<file path="src/rtl/cfg_enum_pkg.sv">
package cfg_enum_pkg;
  localparam int OP_W = 12;
  localparam logic [OP_W-1:0] OP_NONE    = 12'h000;
  localparam logic [OP_W-1:0] OP_WR_CFG  = 12'h006;
  localparam logic [OP_W-1:0] OP_WR_PAGE = 12'h00A;
  localparam logic [OP_W-1:0] OP_CLR_FUL = 12'h00C;
  localparam int RD_BIT     = 13;
  localparam int MODE_HI    = 27;
  localparam int MODE_LO    = 26;
  localparam int LAST_BIT   = 25;

  typedef struct packed {
    logic loadCfg;
    logic writePage;
    logic clearFull;
  } ctrlStrobe_t;
endpackage

</file>
<file path="src/rtl/cfg_enum_ctrl.sv">
module cfg_enum_ctrl
  import cfg_enum_pkg::*;
#(
  parameter int DATA_W = 32
) (
  input  logic              clk,
  input  logic              rstN,
  input  logic              busStrobe,
  input  logic              addrValidN,
  input  logic [DATA_W-1:0] busData,
  output logic [OP_W-1:0]   instrQ,
  output ctrlStrobe_t       strobes
);
  logic instrCycle;
  logic execCycle;

  assign instrCycle = busStrobe && addrValidN;
  assign execCycle  = busStrobe && !addrValidN;

  always_ff @(posedge clk or negedge rstN) begin
    if (!rstN) begin
      instrQ <= OP_NONE;
    end else if (instrCycle && !busData[RD_BIT]) begin
      instrQ <= busData[OP_W-1:0];
    end
  end

  always_comb begin
    strobes = '0;
    if (execCycle) begin
      unique case (instrQ)
        OP_WR_CFG:  strobes.loadCfg   = 1'b1;
        OP_WR_PAGE: strobes.writePage = 1'b1;
        OP_CLR_FUL: strobes.clearFull = 1'b1;
        default:    strobes = '0;
      endcase
    end
  end
endmodule

</file>
<file path="src/rtl/cfg_enum_unit.sv">
module cfg_enum_unit
  import cfg_enum_pkg::*;
#(
  parameter int DATA_W = 32,
  parameter int PAGE_W = 4
) (
  input  logic              clk,
  input  logic              rstN,
  input  ctrlStrobe_t       strobes,
  input  logic [DATA_W-1:0] busData,
  input  logic              aboveFull,
  output logic              chainOut,
  output logic [DATA_W-1:0] cfgQ,
  output logic              fullNQ,
  output logic              hwModeQ
);
  localparam logic [DATA_W-1:0] CFG_RESET = DATA_W'(1) << LAST_BIT;

  logic isTarget;

  assign isTarget = aboveFull && fullNQ;
  assign chainOut = aboveFull && !fullNQ;

  always_ff @(posedge clk or negedge rstN) begin
    if (!rstN) begin
      cfgQ    <= CFG_RESET;
      hwModeQ <= 1'b0;
    end else if (strobes.loadCfg) begin
      cfgQ    <= busData;
      hwModeQ <= (busData[MODE_HI:MODE_LO] == 2'b00);
    end else if (strobes.writePage && isTarget) begin
      cfgQ[PAGE_W-1:0] <= busData[PAGE_W-1:0];
    end
  end

  always_ff @(posedge clk or negedge rstN) begin
    if (!rstN) begin
      fullNQ <= 1'b1;
    end else if (strobes.clearFull) begin
      fullNQ <= 1'b1;
    end else if (strobes.writePage && isTarget) begin
      fullNQ <= 1'b0;
    end
  end
endmodule

</file>
<file path="src/rtl/cfg_enum_array.sv">
module cfg_enum_array
  import cfg_enum_pkg::*;
#(
  parameter int NUM_UNITS = 4,
  parameter int DATA_W    = 32,
  parameter int PAGE_W    = 4
) (
  input  logic                        clk,
  input  logic                        rstN,
  input  logic                        busStrobe,
  input  logic                        addrValidN,
  input  logic [DATA_W-1:0]           busData,
  output logic [NUM_UNITS*DATA_W-1:0] cfgOut,
  output logic [NUM_UNITS-1:0]        fullN,
  output logic [NUM_UNITS-1:0]        hwMode,
  output logic                        allFull
);
  logic [OP_W-1:0]    instrQ;
  ctrlStrobe_t        strobes;
  logic [NUM_UNITS:0] fullChain;

  cfg_enum_ctrl #(.DATA_W(DATA_W)) ctrl_i (
    .clk        (clk),
    .rstN       (rstN),
    .busStrobe  (busStrobe),
    .addrValidN (addrValidN),
    .busData    (busData),
    .instrQ     (instrQ),
    .strobes    (strobes)
  );

  assign fullChain[0] = 1'b1;

  for (genvar u = 0; u < NUM_UNITS; u++) begin : g_unit
    cfg_enum_unit #(.DATA_W(DATA_W), .PAGE_W(PAGE_W)) unit_i (
      .clk       (clk),
      .rstN      (rstN),
      .strobes   (strobes),
      .busData   (busData),
      .aboveFull (fullChain[u]),
      .chainOut  (fullChain[u+1]),
      .cfgQ      (cfgOut[u*DATA_W +: DATA_W]),
      .fullNQ    (fullN[u]),
      .hwModeQ   (hwMode[u])
    );
  end

  assign allFull = fullChain[NUM_UNITS];
endmodule

</file>
<file path="config.mk">
export PLATFORM = sky130hd
export DESIGN_NAME = cfg_enum_array
export DESIGN_NICKNAME = d
export VERILOG_FILES = /design/src/rtl/cfg_enum_pkg.sv /design/src/rtl/cfg_enum_ctrl.sv /design/src/rtl/cfg_enum_unit.sv /design/src/rtl/cfg_enum_array.sv
export SDC_FILE = /design/constraint.sdc
export NUM_CORES = 1
export LEC_CHECK = 0
export BUFFER_PORTS_ARGS = -buffer_cell sky130_fd_sc_hd__buf_4
export CORE_AREA = 2 2 85 87
export CTS_BUF_LIST = sky130_fd_sc_hd__clkbuf_16
export CTS_CLUSTER_SIZE = 24
export DETAILED_ROUTE_END_ITERATION = 8
export DIE_AREA = 0 0 87 89
export PLACE_DENSITY = 0.95
export SLEW_MARGIN = 15
export SYNTH_ARGS = -nofsm -noshare
export SYNTH_HDL_FRONTEND = slang
export SYNTH_SLANG_ARGS = --single-unit
</file>
<file path="constraint.sdc">
create_clock -name clk -period 3.2 [get_ports clk]
set_input_delay 0.16 -clock clk [delete_from_list [all_inputs] [get_ports clk]]
set_output_delay 0.16 -clock clk [all_outputs]
set_load 0.005 [all_outputs]
</file>
=== Yosys cells after proc, flatten, opt, wreduce, memory -nomap -nowiden ===
Index checks and enable logic that the tools add are counted.

* Muxes and demuxes: 20
* Reductions and logical operators: 28
* Equal/unequal tests: 3

{| class="wikitable"
|+ Operators by type and width
! cell !! number
|-
| 4-bit two-way mux || 8
|-
| 12-bit by 4-bit equality test with 1-bit output (second input constant) || 2
|-
| 2-bit nonzero test || 8
|-
| 1-bit logical AND || 13
|-
| 12-bit by 3-bit equality test with 1-bit output (second input constant) || 1
|-
| 1-bit two-way mux || 11
|-
| 1-bit logical NOT || 6
|-
| 3-bit two-way mux || 1
|-
| 2-bit logical NOT || 1
|}

* Input port bits: 36
* Flip-flop bits (word level): 61
* Word-level logic and storage cells: 62
* Output and inout port bits: 137

=== Logic depth before layout (Yosys ltp) ===
* Depth after elaboration: 7
* Mapped depth: 5
* Mapped depth without buffers: 4

=== Hierarchy ===
Synthesis repeated with hierarchy kept, for this count alone.

* Cells, all modules: 336
* Area, all modules: 5815.6 um^2

{| class="wikitable"
|+ Modules (own cells, without submodules)
! module !! area each (um^2) !! cells an instance !! instances
|-
| cfg_enum_unit || 1323.8 || 75 || 4
|-
| cfg_enum_ctrl || 516.7 || 35 || 1
|-
| cfg_enum_array || 3.8 || 1 || 1
|}

=== Least setup slack after synthesis ===
OpenSTA, ideal clock, no wires.

* Path type: flip-flop to flip-flop
* Start point: register ctrl_i.instrQ[7]
* End point: register g_unit[1].unit_i.cfgQ[0]
* Stages on the path, launching flop included: 5
* Setup time: 0.125 ns
* Path buffers: 0
* Period minus slack after synthesis: 1.644 ns
* Data arrival time: 1.519 ns
* Required time: 3.075 ns
* Path slack: 1.556 ns
* Path through: dfrtp_1 -> nor4_4 -> nand4_2 -> nor2_2 -> mux2_2

* Cells in the longest elaborated chain, start to end: 5
* Elaborated cells between the ends (all ways): 8
* Those cells by class: eq/ne: 2; mux: 4; reduce/logical: 2

{| class="wikitable"
|+ RTL lines
! element !! RTL line !! source
|-
| from (decl) || cfg_enum_ctrl.sv:11 || <nowiki>output logic [OP_W-1:0] instrQ,</nowiki>
|-
| from (signal assigned) || cfg_enum_ctrl.sv:24 || <nowiki>instrQ <= busData[OP_W-1:0];</nowiki>
|-
| 12-bit by 4-bit equality test with 1-bit output || cfg_enum_ctrl.sv:31 || <nowiki>unique case (instrQ)</nowiki>
|-
| 1-bit two-way mux || cfg_enum_ctrl.sv:31 ||
|-
| 3-bit two-way mux (*) || cfg_enum_ctrl.sv:30 || <nowiki>if (execCycle) begin</nowiki>
|-
| 1-bit logical AND || cfg_enum_unit.sv:31 || <nowiki>end else if (strobes.writePage && isTarget) begin</nowiki>
|-
| 2-bit nonzero test (no source line) || - ||
|-
| to (signal assigned) || cfg_enum_unit.sv:29 || <nowiki>cfgQ <= busData;</nowiki>
|-
| to (signal, indexed assignment) || cfg_enum_unit.sv:32 || <nowiki>cfgQ[PAGE_W-1:0] <= busData[PAGE_W-1:0];</nowiki>
|-
| to (decl) || cfg_enum_unit.sv:13 || <nowiki>output logic [DATA_W-1:0] cfgQ,</nowiki>
|}

Mark *: on every way between the ends. The rest lies on a longest branch, timed or not.
A chain may end at the register's enable or synchronous reset.

=== Final worst setup path ===
* Start point: register ctrl_i.instrQ[9]
* End point: register g_unit[0].unit_i.cfgQ[6]

* Cells in the longest elaborated chain, start to end: 3

{| class="wikitable"
|+ RTL lines
! element !! RTL line
|-
| 12-bit by 3-bit equality test with 1-bit output || cfg_enum_ctrl.sv:31
|-
| 1-bit two-way mux || cfg_enum_ctrl.sv:31
|-
| 3-bit two-way mux || cfg_enum_ctrl.sv:30
|-
| to (signal assigned) || cfg_enum_unit.sv:29
|-
| to (signal, indexed assignment) || cfg_enum_unit.sv:32
|-
| to (decl) || cfg_enum_unit.sv:13
|}

No other way between the ends.

==> reports/qor.txt <==
remaining design rule violation count: 0
final sum of negative setup slack: 0 ps
top achievable clock speed: 478 MHz
clk slew on worst S/H paths: 50 ps
kind of critical path: reg -> reg
multi-input logic area: 915 um^2
Routed wire per std cell: 15.0 um
Syn Std Cell Area: 3180 um^2
most instantiated flip-flop cell in the synthesis netlist: sky130_fd_sc_hd__dfrtp_1
leakage power of the design: 0.00231 uW
vias per inst: 4.85
first-pass GRT wire length: 9600 um
Max-Cap Viols: 0
transition time at the pin with the least slew margin: 764 ps
Critical Path Start Type: flip-flop
DRC violation total after the first TritonRoute iteration: 117
detailed-router iteration count before antenna repair: 4
Overall Power: 2030 uW
CTS tree: yes
Min Clock Period, post-route: 2090 ps
Sequential cell area: 1530 um^2
Final Cell Area: 4170 um^2
total gr overflow: 0
final hold violations: 0
data required time at the worst endpoint: 3390 ps
DIE HEIGHT: 89 um
Power per Cell Area: 486 nW/um^2
die width: 87 um
Synthesis Warnings: 0
share of layout cells above drive strength 1: 72.5%
FP Rows: 30
Seq cells post-synth: 61
arrival time of data at the critical path endpoint: 2280 ps
insertion delay to the later sink of the worst-skew pair: 310 ps
mean instance size in the synthesized netlist: 12.6 um^2
Max Clock Skew: 4.29 ps
antenna diode count: 0
core occupancy in the finished layout: 62.0%
share of the clock period used by the worst path: 65.3%
layout filler cell count: 527
Clock Path Buffers: 2
worst-path fanout max: 17
number of clock buffers inserted by TritonCTS: 9
I/O Buffers: 172
final wirelength: 6380 um
clock root buffer master: sky130_fd_sc_hd__clkbuf_16
GRT Overall Usage: 16.0%
total nets after synthesis: 288
class of the tightest hold or removal check: in -> reg
endpoint class of the critical path: flip-flop
post_cts resized: 0
gpl congestion: 0.778
Worst VDD drop: 0.260 mV
antenna violations before repair: 0
TritonCTS sink count: 61
depth of the CTS H-tree: 3
area of the die: 7740 um^2
share of synthesized flip-flops with an asynchronous set or reset: 100%
number of slew-limit violations in the final report: 0
placeable core area: 6720 um^2
starting utilization of the core area: 47.3%
cell area after placement: 3850 um^2
EDFF count, synth: 0
worst-case headroom to the max-slew limit: 49.0%
number of global-route vias before repair: 1,940
top-level I/O count: 173
sequential cell area fraction in the yosys report: 48.2%
via count: 2,068
final HPWL from detailed placement: 4850 um
setup repair after global routing missed its margin: no
maximum number of pins on one net before global-route repair: 62
outcome: finished, final reports clean
fin nets: 377
final hold slack: 39.1 ps
Unique masters post-synth: 31
final number of setup-violating endpoints: 0
count of mapped cells out of synthesis: 252
number of nets still failing antenna checks after routing: 0
signed area change from the synthesized netlist to the final layout: 31.0%
## final timing paths
kind	to	slack, ps	depth (start not counted)	startpoint
worst max register to register	g_unit[0].unit_i.cfgQ[6]$_DFFE_PN0P_	1110	4	ctrl_i.instrQ[9]$_DFFE_PN0P_
min in group asynchronous	g_unit[0].unit_i.cfgQ[30]$_DFFE_PN0P_	470	2	rstN
worst max-delay path	g_unit[0].unit_i.cfgQ[6]$_DFFE_PN0P_	1110	4	ctrl_i.instrQ[9]$_DFFE_PN0P_
worst min-delay path	g_unit[2].unit_i.hwModeQ$_DFFE_PN0P_	40	2	busData[26]
worst min register to register	g_unit[3].unit_i.cfgQ[2]$_DFFE_PN0P_	500	1	g_unit[3].unit_i.cfgQ[2]$_DFFE_PN0P_
max in group asynchronous	g_unit[2].unit_i.hwModeQ$_DFFE_PN0P_	2220	2	rstN
## Yosys cell counts (3+ instances only)
library cell,n,area share (%)
sky130_fd_sc_hd__buf_6,3,1.1
sky130_fd_sc_hd__mux2_1,5,1.8
sky130_fd_sc_hd__buf_4,92,22
sky130_fd_sc_hd__nor2_2,3,0.59
sky130_fd_sc_hd__nor2b_1,3,0.59
sky130_fd_sc_hd__a31oi_1,3,0.59
sky130_fd_sc_hd__dfstp_2,5,4.1
sky130_fd_sc_hd__mux2_2,51,18
sky130_fd_sc_hd__dfrtp_1,56,44
sky130_fd_sc_hd__nand2_1,6,0.71
## critical path, cell delays in order (launching register included)
cell,delay [ps]
sky130_fd_sc_hd__dfrtp_1,400
sky130_fd_sc_hd__nor4_4,390
sky130_fd_sc_hd__nand4_2,470
sky130_fd_sc_hd__buf_4,390
sky130_fd_sc_hd__mux2_1,320
## power by group
part           leakage [uW]  switching [uW]  internal, uW
clock network      0.000149             307           668
registers          0.000808            44.6           816
logic               0.00135            75.0           115
## per-layer routing
metal	global-route usage, %	routed length, um	vias up
met2	28.3	3360	115
met1	19.0	2410	991
met3	3.60	543	8
li1	-	-	954
met5	0	0	-
met4	6.39	67	0
## state kept, by name (all words and copies together) (netlist names)
name	count
ctrl_i.instrQ	12
g_unit.unit_i.cfgQ	44
g_unit.unit_i.fullNQ	4
g_unit.unit_i.hwModeQ	1
## kinds of logic (layout without fill, tap and decap cells)
family	count (synthesis)	in the layout	synth area share, %
muxes	57	57	20.1
buffers and inverters	97	191	23.0
and+or+nand+nor	27	27	6.45
DFF	61	61	48.2
AOI/OAI and AO/OA	10	10	2.16
## final cells by class
class / count / share of cell area [%]
Clock buffer: 9 / 5.41
Clock inverter: 7 / 1.92
Inverter: 1 / 0.0901
Multi-Input combinational cell: 94 / 22.0
Sequential cell: 61 / 36.8
Tap cell: 80 / 2.40
Timing Repair Buffer: 174 / 31.4
## per-stage QoR
| step | worst slack (ps) | std cells |
|---|---|---|
| floorplan | 1560 | 252 |
| global placement | 1100 | 409 |
| detailed placement | 1070 | 409 |
| CTS | 1070 | 426 |
| global route | 956 | 426 |
| finish | 1110 | 426 |
## timing repair
action	in CTS	in global routing
endpoints found under the hold margin	56	0
hold buffers	1	0
buffers inserted	0	0
## cells in the final DEF (no fill, tap or decap), drive strengths merged, types with 2 or more instances in the layout
master	n
dfstp	5
dfrtp	56
mux2	56
nor2b	3
nand3	2
clkbuf	9
o21ai	2
bufinv	2
buf	173
and2	2
clkinv	5
nand4	3
a31oi	3
nand2	6
nor4	3
nor2	4
(Power assumes the default switching activity.)
